==> src/rtl/dma_arb_pkg.sv <==
package dma_arb_pkg;
  typedef enum logic [1:0] {
    OWN_NONE = 2'd0,
    OWN_TX   = 2'd1,
    OWN_RX   = 2'd2
  } owner_e;
endpackage

==> src/rtl/dma_arb_pick.sv <==
module dma_arb_pick
  import dma_arb_pkg::*;
(
  input  logic   tx_req,
  input  logic   rx_req,
  input  logic   last_was_tx,
  output owner_e pick
);
  // round-robin choice between the two requesters when the port is idle
  always_comb begin
    if (tx_req && rx_req) pick = last_was_tx ? OWN_RX : OWN_TX;
    else if (rx_req)      pick = OWN_RX;
    else if (tx_req)      pick = OWN_TX;
    else                  pick = OWN_NONE;
  end
endmodule

==> src/rtl/dma_arb_preempt.sv <==
module dma_arb_preempt
  import dma_arb_pkg::*;
(
  input  logic   clk,
  input  logic   rst_n,
  input  logic   kill,
  input  owner_e owner,
  input  logic   tx_req,
  input  logic   rx_req,
  input  logic   tx_last_dw,
  input  logic   rx_last_dw,
  input  logic   lat_expired,
  input  logic   tgt_disc,
  input  logic   tx_pri,
  input  logic   rx_pri,
  output logic   preempt_req
);
  logic own_req, wait_req, wait_pri, own_last, trigger, pre_d;

  always_comb begin
    own_req  = 1'b0;
    wait_req = 1'b0;
    wait_pri = 1'b0;
    own_last = 1'b0;
    unique case (owner)
      OWN_TX: begin own_req = tx_req; wait_req = rx_req; wait_pri = rx_pri; own_last = tx_last_dw; end
      OWN_RX: begin own_req = rx_req; wait_req = tx_req; wait_pri = tx_pri; own_last = rx_last_dw; end
      default: ;
    endcase
    trigger = lat_expired || tgt_disc || preempt_req;
    pre_d   = !kill && (owner != OWN_NONE) && own_req && wait_req && wait_pri
              && !own_last && trigger;
  end

  always_ff @(posedge clk or negedge rst_n) begin
    if (!rst_n) preempt_req <= 1'b0;
    else        preempt_req <= pre_d;
  end

  AST_NO_PRE_ON_LAST: assert property (@(posedge clk) disable iff (!rst_n)
    (owner != OWN_NONE && own_last) |=> !preempt_req);
  AST_NO_PRE_UNPRIV: assert property (@(posedge clk) disable iff (!rst_n)
    (owner != OWN_NONE && !wait_pri) |=> !preempt_req);
endmodule

==> src/rtl/dma_bus_arbiter.sv <==
module dma_bus_arbiter
  import dma_arb_pkg::*;
#(
  parameter bit FIRST_RX = 1'b1
) (
  input  logic clk,
  input  logic rst_n,
  input  logic tx_req,
  input  logic rx_req,
  input  logic tx_last_dw,
  input  logic rx_last_dw,
  input  logic lat_expired,
  input  logic tgt_disc,
  input  logic tx_pri,
  input  logic rx_pri,
  input  logic fatal_err,
  output logic tx_gnt,
  output logic rx_gnt,
  output logic preempt_req
);
  localparam logic LAST_TX_INIT = FIRST_RX;

  owner_e own_q, pick;
  logic   last_tx_q, fatal_q, kill;

  assign kill = fatal_err || fatal_q;

  dma_arb_pick u_pick (
    .tx_req      (tx_req),
    .rx_req      (rx_req),
    .last_was_tx (last_tx_q),
    .pick        (pick)
  );

  dma_arb_preempt u_pre (
    .clk         (clk),
    .rst_n       (rst_n),
    .kill        (kill),
    .owner       (own_q),
    .tx_req      (tx_req),
    .rx_req      (rx_req),
    .tx_last_dw  (tx_last_dw),
    .rx_last_dw  (rx_last_dw),
    .lat_expired (lat_expired),
    .tgt_disc    (tgt_disc),
    .tx_pri      (tx_pri),
    .rx_pri      (rx_pri),
    .preempt_req (preempt_req)
  );

  always_ff @(posedge clk or negedge rst_n) begin
    if (!rst_n) begin
      own_q     <= OWN_NONE;
      last_tx_q <= LAST_TX_INIT;
      fatal_q   <= 1'b0;
    end else if (kill) begin
      fatal_q <= 1'b1;
      own_q   <= OWN_NONE;
    end else begin
      unique case (own_q)
        OWN_NONE: begin
          own_q <= pick;
          if (pick == OWN_TX) last_tx_q <= 1'b1;
          if (pick == OWN_RX) last_tx_q <= 1'b0;
        end
        OWN_TX: if (!tx_req) own_q <= OWN_NONE;
        OWN_RX: if (!rx_req) own_q <= OWN_NONE;
        default: own_q <= OWN_NONE;
      endcase
    end
  end

  assign tx_gnt = (own_q == OWN_TX);
  assign rx_gnt = (own_q == OWN_RX);

  AST_GNT_ONEHOT: assert property (@(posedge clk) disable iff (!rst_n)
    !(tx_gnt && rx_gnt));
  AST_TX_HOLD: assert property (@(posedge clk) disable iff (!rst_n)
    (tx_gnt && tx_req && !kill) |=> tx_gnt);
  AST_RX_HOLD: assert property (@(posedge clk) disable iff (!rst_n)
    (rx_gnt && rx_req && !kill) |=> rx_gnt);
  AST_IDLE_GAP: assert property (@(posedge clk) disable iff (!rst_n)
    (tx_gnt && !tx_req) |=> !rx_gnt);
  AST_FATAL_OFF: assert property (@(posedge clk) disable iff (!rst_n)
    fatal_err |=> (!tx_gnt && !rx_gnt && !preempt_req));
  AST_PRE_HAS_OWNER: assert property (@(posedge clk) disable iff (!rst_n)
    preempt_req |-> (tx_gnt || rx_gnt));
endmodule

==> config.mk <==
export PLATFORM = sky130hd
export DESIGN_NAME = dma_bus_arbiter
export DESIGN_NICKNAME = d
export VERILOG_FILES = /design/src/rtl/dma_arb_pkg.sv /design/src/rtl/dma_arb_pick.sv /design/src/rtl/dma_arb_preempt.sv /design/src/rtl/dma_bus_arbiter.sv
export SDC_FILE = /design/constraint.sdc
export NUM_CORES = 1
export LEC_CHECK = 0
export ABC_CLOCK_PERIOD_IN_PS = 1500
export BUFFER_PORTS_ARGS = -buffer_cell sky130_fd_sc_hd__buf_2
export CAP_MARGIN = 20
export CORE_AREA = 2 2 39 41
export CTS_CLUSTER_SIZE = 14
export DETAILED_ROUTE_END_ITERATION = 10
export DIE_AREA = 0 0 41 43
export HOLD_SLACK_MARGIN = 0.05
export PLACE_DENSITY = 0.52
export SLEW_MARGIN = 0
export SYNTH_ARGS = -nofsm -noshare
export SYNTH_HDL_FRONTEND = slang
export SYNTH_HIERARCHICAL = 1
export SYNTH_SLANG_ARGS = --single-unit
==> constraint.sdc <==
create_clock -name clk -period 1.5 [get_ports clk]
set_input_delay 0 -clock clk [delete_from_list [all_inputs] [get_ports clk]]
set_output_delay 0 -clock clk [all_outputs]
set_load 0.005 [all_outputs]
==> results.toml, run 1 <==
[outcome]
run_status = "finished, final reports clean"

[logic_synthesis]
synth.cells.most_frequent = "inv_1, dfrtp_1, ha_1, mux2i_1"
ys_async_sr_fraction_pct = 100.0
post_synthesis_cell_type_count = 18
netlist_instances = 34
synth.ff_latch_count = 5
synth.avg_cell_area_um2 = 10.30
syn_nets = 49
synth.yosys.warnings = 6
netlist_area_um2 = 350.3
seq_area_frac_synth_pct = 36.07
post_synth_main_area_contributors = "dfrtp_1, ha_1, mux2i_1, dfstp_2, inv_1"
synth_top_cell_by_area = "dfrtp_1"
post-synth-top-count-cell = "inv_1"
top_cell_type_s_share_of_synthesized_area_pct = 28.57
synth_top_flop_cell = "dfrtp_1"
synth_enable_flop_cells = 0

[placement]
place.port_buffers = 13
placement.cell_area_um2 = 450.4
place_ws_ns = -0.03598
hpwl_um = 563.6
gpl.final_weighted_congestion = 0.6634

[worst_hold_path]
hold_path_depth = 4
holdCritPathClass = "in2reg"
min_delay_worst_endpoint = "u_pre/preempt_req"
min_from = "tx_last_dw"

[power_and_ir_drop]
power.switching_uw = 71.97
power-per-cell-area_nw_per_um2 = 663.4
internal_power_uw = 260.0
switching_share_pct = 21.68
p_total_uw = 332.0
pwr-share-clk_pct = 46.1
maximum_vdd_ir_drop_v = 0.0003202
combPwrFrac_pct = 11.4
seqPwrFrac_pct = 42.5
static-leakage-power_nw = 0.2276

[worst_setup_path]
worst_r2r_endpoint = "last_tx_q"
worst_endpoint_data_arrival_time_ns = 1.58
path_class = "reg2reg"
cp_data_required_time_ns = 1.67
crit_path_slowest_cell = "dfstp_2"
critical_path.max_stage_delay_ns = 0.54
reg2reg_depth = 5
ff2ff_setup_slack_ns = 0.09
critical_path.startpoint_type = "register"
cp_cell_sequence = "inv_2, a21boi_2, ha_1, nor4_2, mux2i_1"
crit_cells = 5
worstReg2RegStart = "last_tx_q"
worstPathMaxFanout = 3
setup.worst_path.end_class = "register"
worstPathBufferInverterCount = 1
cpLargestDelayFamily = "flip-flops"

[clock_network]
tritoncts.num_buffers = 3
clock_tree.root_cell = "clkbuf_4"
cts.sink_count = 5
worst_setup_hold_path_clk_slew_ns = 0.04
clock_insertion_delay_worst_skew_ns = 0.24
tritoncts = "built"
clockBufferDepth = 2
ctsHtreeMaxLevel = 1
post_cts.repair.setup_buffers = 0

[detailed_routing]
route.detailed.vias_per_inst = 4.423
detailroute.wirelength.met3_um = 60
route.final.wire_length_um = 653
detail_route.drc_violations = 0
route.vias.total = 314
detailroute.wirelength.met2_um = 314
drt_iter0_drc = 6
wl_met1_um = 264
wire_per_inst_um = 9.197
ant_nets = 0
topRoutingLayerUsed = "met4"
first_pass_iters = 4

[cells_and_area]
drive_above_1_share_pct = 43.64
final_cell_area_um2 = 500.5
design.final.nets = 71
syn_to_final_growth_pct = 42.86
antenna_cells = 0

[sta]
measured_slew_at_the_worst_slew_check_pin_ns = 0.2521
finClkSkew_ns = 0.001197
slew_violations = 0
rsz_0062_raised_after_global_routing = "true"
setup_ws_ns = 0.08806
timing.final.setup_violations = 0
max_freq_ghz = 0.7082
finalCritPeriodShare_pct = 94.13
final_period_minus_worst_setup_slack_ns = 1.412
maxSlewHeadroom_pct = 83.05
hold_violations = 0

[floorplanning]
placeableCoreArea_um2 = 1384
floorplan.initialDensity_pct = 25.32
floorplan.die_area_um2 = 1763
num_rows = 14
die_height_um = 43
ios = 14
chip_width_um = 41

[global_routing]
grt_pass1_wl_um = 1124
globalRouteTotalUtil_pct = 9.899
grt_max_degree = 6
overflow = 0
grt_pass1_vias = 295
grt_antenna_before_repair = 0

[job]
max_cap_viol_count = 0
==> power by group through the flow <==
stage                     combinational (mW)  sequential [mW]  clock (mW)
after global routing                  0.0440            0.141       0.171
after global placement                0.0328            0.142           0
after CTS                             0.0384            0.141       0.162
after floorplan                       0.0126            0.142           0
after detailed placement              0.0329            0.143           0
final                                 0.0380            0.141       0.153
==> placed cells by master (no fill, tap or decap), types with 2 or more instances in the layout <==
cell type / synthesis / layout
buf_2: 0 / 13
o211ai_1: 2 / 2
nor3_1: 2 / 2
ha_1: 4 / 4
dlygate4sd3_1: 0 / 2
nor2b_1: 2 / 2
buf_4: 0 / 2
inv_1: 5 / 4
mux2i_1: 3 / 3
dfrtp_1: 4 / 4
clkbuf_4: 0 / 3
==> worst min-delay path, stage by stage <==
cell	delay, ns
buf_2	0.08
a22oi_1	0.06
nand3_1	0.10
a211oi_2	0.04
==> timing repair <==
action | in CTS | in global routing
endpoints found under the hold margin | 6 | 0
cloned | 0 | 0
resized for setup | 1 | 1
endpoints found under the setup margin | 1 | 1
pin swaps | 0 | 1
hold buffers | 2 | 0
==> worst max path at each step <==
stage,startpoint,slack [ns],end
after global placement,last_tx_q,0.02,last_tx_q
after CTS,last_tx_q,0.0001,last_tx_q
after floorplan,last_tx_q,0.05,last_tx_q
after global routing,last_tx_q,-0.01,last_tx_q
final,last_tx_q,0.09,last_tx_q
after detailed placement,last_tx_q,-0.04,last_tx_q
==> through the flow <==
step	hold slack [ns]	util [%]	TNS (ns)	instances
global placement	-0.1794	32.55	0	65
global route	0.08094	36.17	-0.01457	71
finish	0.06930	36.17	0	71
floorplan	-0.2956	-	0	34
CTS	0.06447	36.17	0	71
detailed placement	-0.1777	32.55	-0.03598	65
==> state kept, by name (all words and copies together), names as in the netlist <==
register and cells:
own_q 2, u_pre/preempt_req 1, last_tx_q 1, fatal_q 1
==> logic make-up after synthesis <==
kind of cell,Yosys count,share of synthesized area (%)
simple gates,9,16.78
flops,5,36.07
compound gates,8,18.93
mux,3,8.572
fa+ha+maj,4,14.29
buf+inv,5,5.358
==> area by class of cell <==
cell class / count / area [µm²]
timing repair buffer: 17 / 100.1
fill: 147 / 883.3
clock buffer: 4 / 26.28
multi-input combinational: 24 / 209.0
inverter: 5 / 18.77
tap: 16 / 20.02
sequential: 5 / 126.4
==> metal layers <==
layer | vias to the layer above | track usage, %
met5 | - | 0
met4 | 0 | 8.000
met3 | 2 | 3.141
met2 | 12 | 15.00
met1 | 138 | 10.49
li1 | 162 | -
No activity file was read; power rests on OpenSTA's default activity.
==> run 2: changes to the inputs <==
- PLACE_DENSITY: 0.52 -> 0.49
- SYNTH_HIERARCHICAL: 1 -> default
==> run 2 against run 1 <==
  * Worst setup slack improved by 0.051 ns
  * Sequential power barely moved
  * Critical path depth stayed put
  * Global-route usage increased by 0.091 points
  * Via count increased by 2.5%
  * Clock power barely moved
  * Cell count is 4.2% lower
  * Design area fell by 9.8%
  * Combinational power is 7.4% lower
  * Clock-buffer cell count is the same
  * Non-clock buffer count is 1 lower
  * Synthesized cell count decreased by 5.9%
  * Largest power group unchanged
==> results.toml, run 2 <==
[outcome]
run_status = "finished, final reports clean"

[global_routing]
grt_pass1_wl_um = 1138
globalRouteTotalUtil_pct = 9.990
grt_antenna_before_repair = 0
grt_max_degree = 8
grt_pass1_vias = 283
overflow = 0

[sta]
measured_slew_at_the_worst_slew_check_pin_ns = 0.2747
finClkSkew_ns = 0.002957
maxSlewHeadroom_pct = 81.69
timing.final.setup_violations = 0
finalSetupTns_ns = 0
setup_ws_ns = 0.1391
holdWs_ns = 0.07214
hold_violations = 0
max_freq_ghz = 0.7348
slew_violations = 0
finalCritPeriodShare_pct = 90.73
final_period_minus_worst_setup_slack_ns = 1.361
rsz_0062_raised_after_global_routing = "false"

[clock_network]
ctsHtreeMaxLevel = 1
cts.sink_count = 5
clock_tree.root_cell = "clkbuf_4"
worst_setup_hold_path_clk_slew_ns = 0.04
clock_insertion_delay_worst_skew_ns = 0.24
tritoncts = "built"
post_cts.repair.setup_buffers = 0
tritoncts.num_buffers = 3
clockBufferDepth = 2

[placement]
gpl.final_weighted_congestion = 0.7147
place_ws_ns = 0.1313
placement.cell_area_um2 = 395.4
place.port_buffers = 13
hpwl_um = 561.8
numPlacedInstances = 61

[cells_and_area]
num-fill-cells = 146
register_containing_the_most_flip_flops_in_the_final_layout = "own_q"
design.final.nets = 67
syn_to_final_growth_pct = 45.56
post_layout_nonfiller_instances = 68
sequential_cell_area_um2 = 126.4
final_cell_mix = "buf_2, inv_1, dfrtp_1"
antenna_cells = 0
mostFrequentLayoutCell = "buf_2"
multi_input_comb_area_um2 = 168.9
largest_register_ff_count = 2
postLayoutCoreUtil_pct = 32.64
final_cell_area_um2 = 451.7
drive_above_1_share_pct = 36.54

[worst_setup_path]
critical_path.max_stage_delay_ns = 0.36
path_class = "reg2reg"
setup.worst_path.end_class = "register"
critical_path.startpoint_type = "register"
worstPathMaxFanout = 6
cp_data_required_time_ns = 1.66
cp_cell_sequence = "inv_1, ha_1, a22oi_1, o2111ai_1, a21oi_1"
crit_path_slowest_cell = "dfrtp_1"
worst_endpoint_data_arrival_time_ns = 1.52

[logic_synthesis]
post_synthesis_cell_type_count = 18
synth_top_cell_by_area = "dfrtp_1"
ys_async_sr_fraction_pct = 100.0
netlist_area_um2 = 310.3
netlist_instances = 32
synth_enable_flop_cells = 0
synth.yosys.warnings = 0
synth.ff_latch_count = 5
seq_area_frac_synth_pct = 40.73
synth.avg_cell_area_um2 = 9.697
synth_top_flop_cell = "dfrtp_1"
syn_nets = 46
top_cell_type_s_share_of_synthesized_area_pct = 32.26
synth.cells.most_frequent = "dfrtp_1, inv_1, ha_1, nand2_1"
post_synth_main_area_contributors = "dfrtp_1, ha_1, dfstp_2, a22o_1, a22oi_1"

[power_and_ir_drop]
p_total_uw = 329.5
power-per-cell-area_nw_per_um2 = 729.4
maximum_vdd_ir_drop_v = 0.0003920
static-leakage-power_nw = 0.2046

[floorplanning]
floorplan.die_area_um2 = 1763
floorplan.initialDensity_pct = 22.42
chip_width_um = 41
placeableCoreArea_um2 = 1384
num_rows = 14
ios = 14
die_height_um = 43

[detailed_routing]
detail_route.drc_violations = 0
route.final.wire_length_um = 701
ant_nets = 0
route.detailed.vias_per_inst = 4.735
wire_per_inst_um = 10.31
first_pass_iters = 2
route.vias.total = 322
drt_iter0_drc = 6

[job]
max_cap_viol_count = 0

[worst_hold_path]
holdCritPathClass = "in2reg"
-- run 2: cell count changes after synthesis, sizes merged, moves of 2 or more --
cell,delta
nand2,+3
nor2b,-2
a21oi,+2
a21boi,-2
o211ai,-2
and3,+2
or2,-2
mux2i,-3
-- run 2: report_power, final --
group / internal, mW / switching, mW
Sequential: 0.140 / 0.00232
Combinational: 0.0202 / 0.0150
Clock: 0.100 / 0.0519
-- run 2: logic make-up (layout without fill, tap and decap cells) --
kind of cell	after synthesis	count (layout)	share of synthesized area, %
flip-flops	5	5	40.73
AO/OA/AOI/OAI	10	10	24.20
AND/OR/NAND/NOR	10	10	18.14
adder cells (fa/ha/maj)	3	3	12.10
buffers and inverters	4	24	4.837
-- run 2: repair_timing --
item                                   4_1_cts  5_1_grt
hold buffers                                 3        0
gates resized for setup                      0        0
endpoints found under the hold margin        7        0
-- run 2: worst paths after layout --
check                      slack, ns        from  depth (start not counted)                end
max                             0.14    own_q[0]                          5           own_q[1]
min                             0.07  rx_last_dw                          4  u_pre.preempt_req
max reg2reg                     0.14    own_q[0]                          5           own_q[1]
min reg2reg                     0.52     fatal_q                          2            fatal_q
max in group asynchronous       1.19       rst_n                          2          last_tx_q
min in group asynchronous       0.10       rst_n                          2  u_pre.preempt_req
-- run 2: cell type report --
cell class                 instances  area share [%]
tap                               16           4.432
inverter                           4           3.324
clock buffer                       4           5.817
multi-input combinational         23           37.40
sequential                         5           27.98
timing repair buffer              16           21.05
-- run 2: critical path: cells and delay by family (launching register included) --
family	cells	cell delay, ns
AO/OA/AOI/OAI	3	0.58
adder cells (fa/ha/maj)	1	0.26
buffers and inverters	1	0.07
flip-flops	1	0.36
-- run 2: metal layers --
| layer | part of all wire, % | vias to the layer above | wire length (µm) | track usage (%) |
|---|---|---|---|---|
| met5 | 0 | - | 0 | 0 |
| met4 | 0 | 0 | 0 | 6.000 |
| met3 | 7.0 | 0 | 49 | 4.712 |
| met2 | 45 | 8 | 317 | 13.44 |
| met1 | 48 | 148 | 334 | 12.42 |
| li1 | - | 166 | - | - |
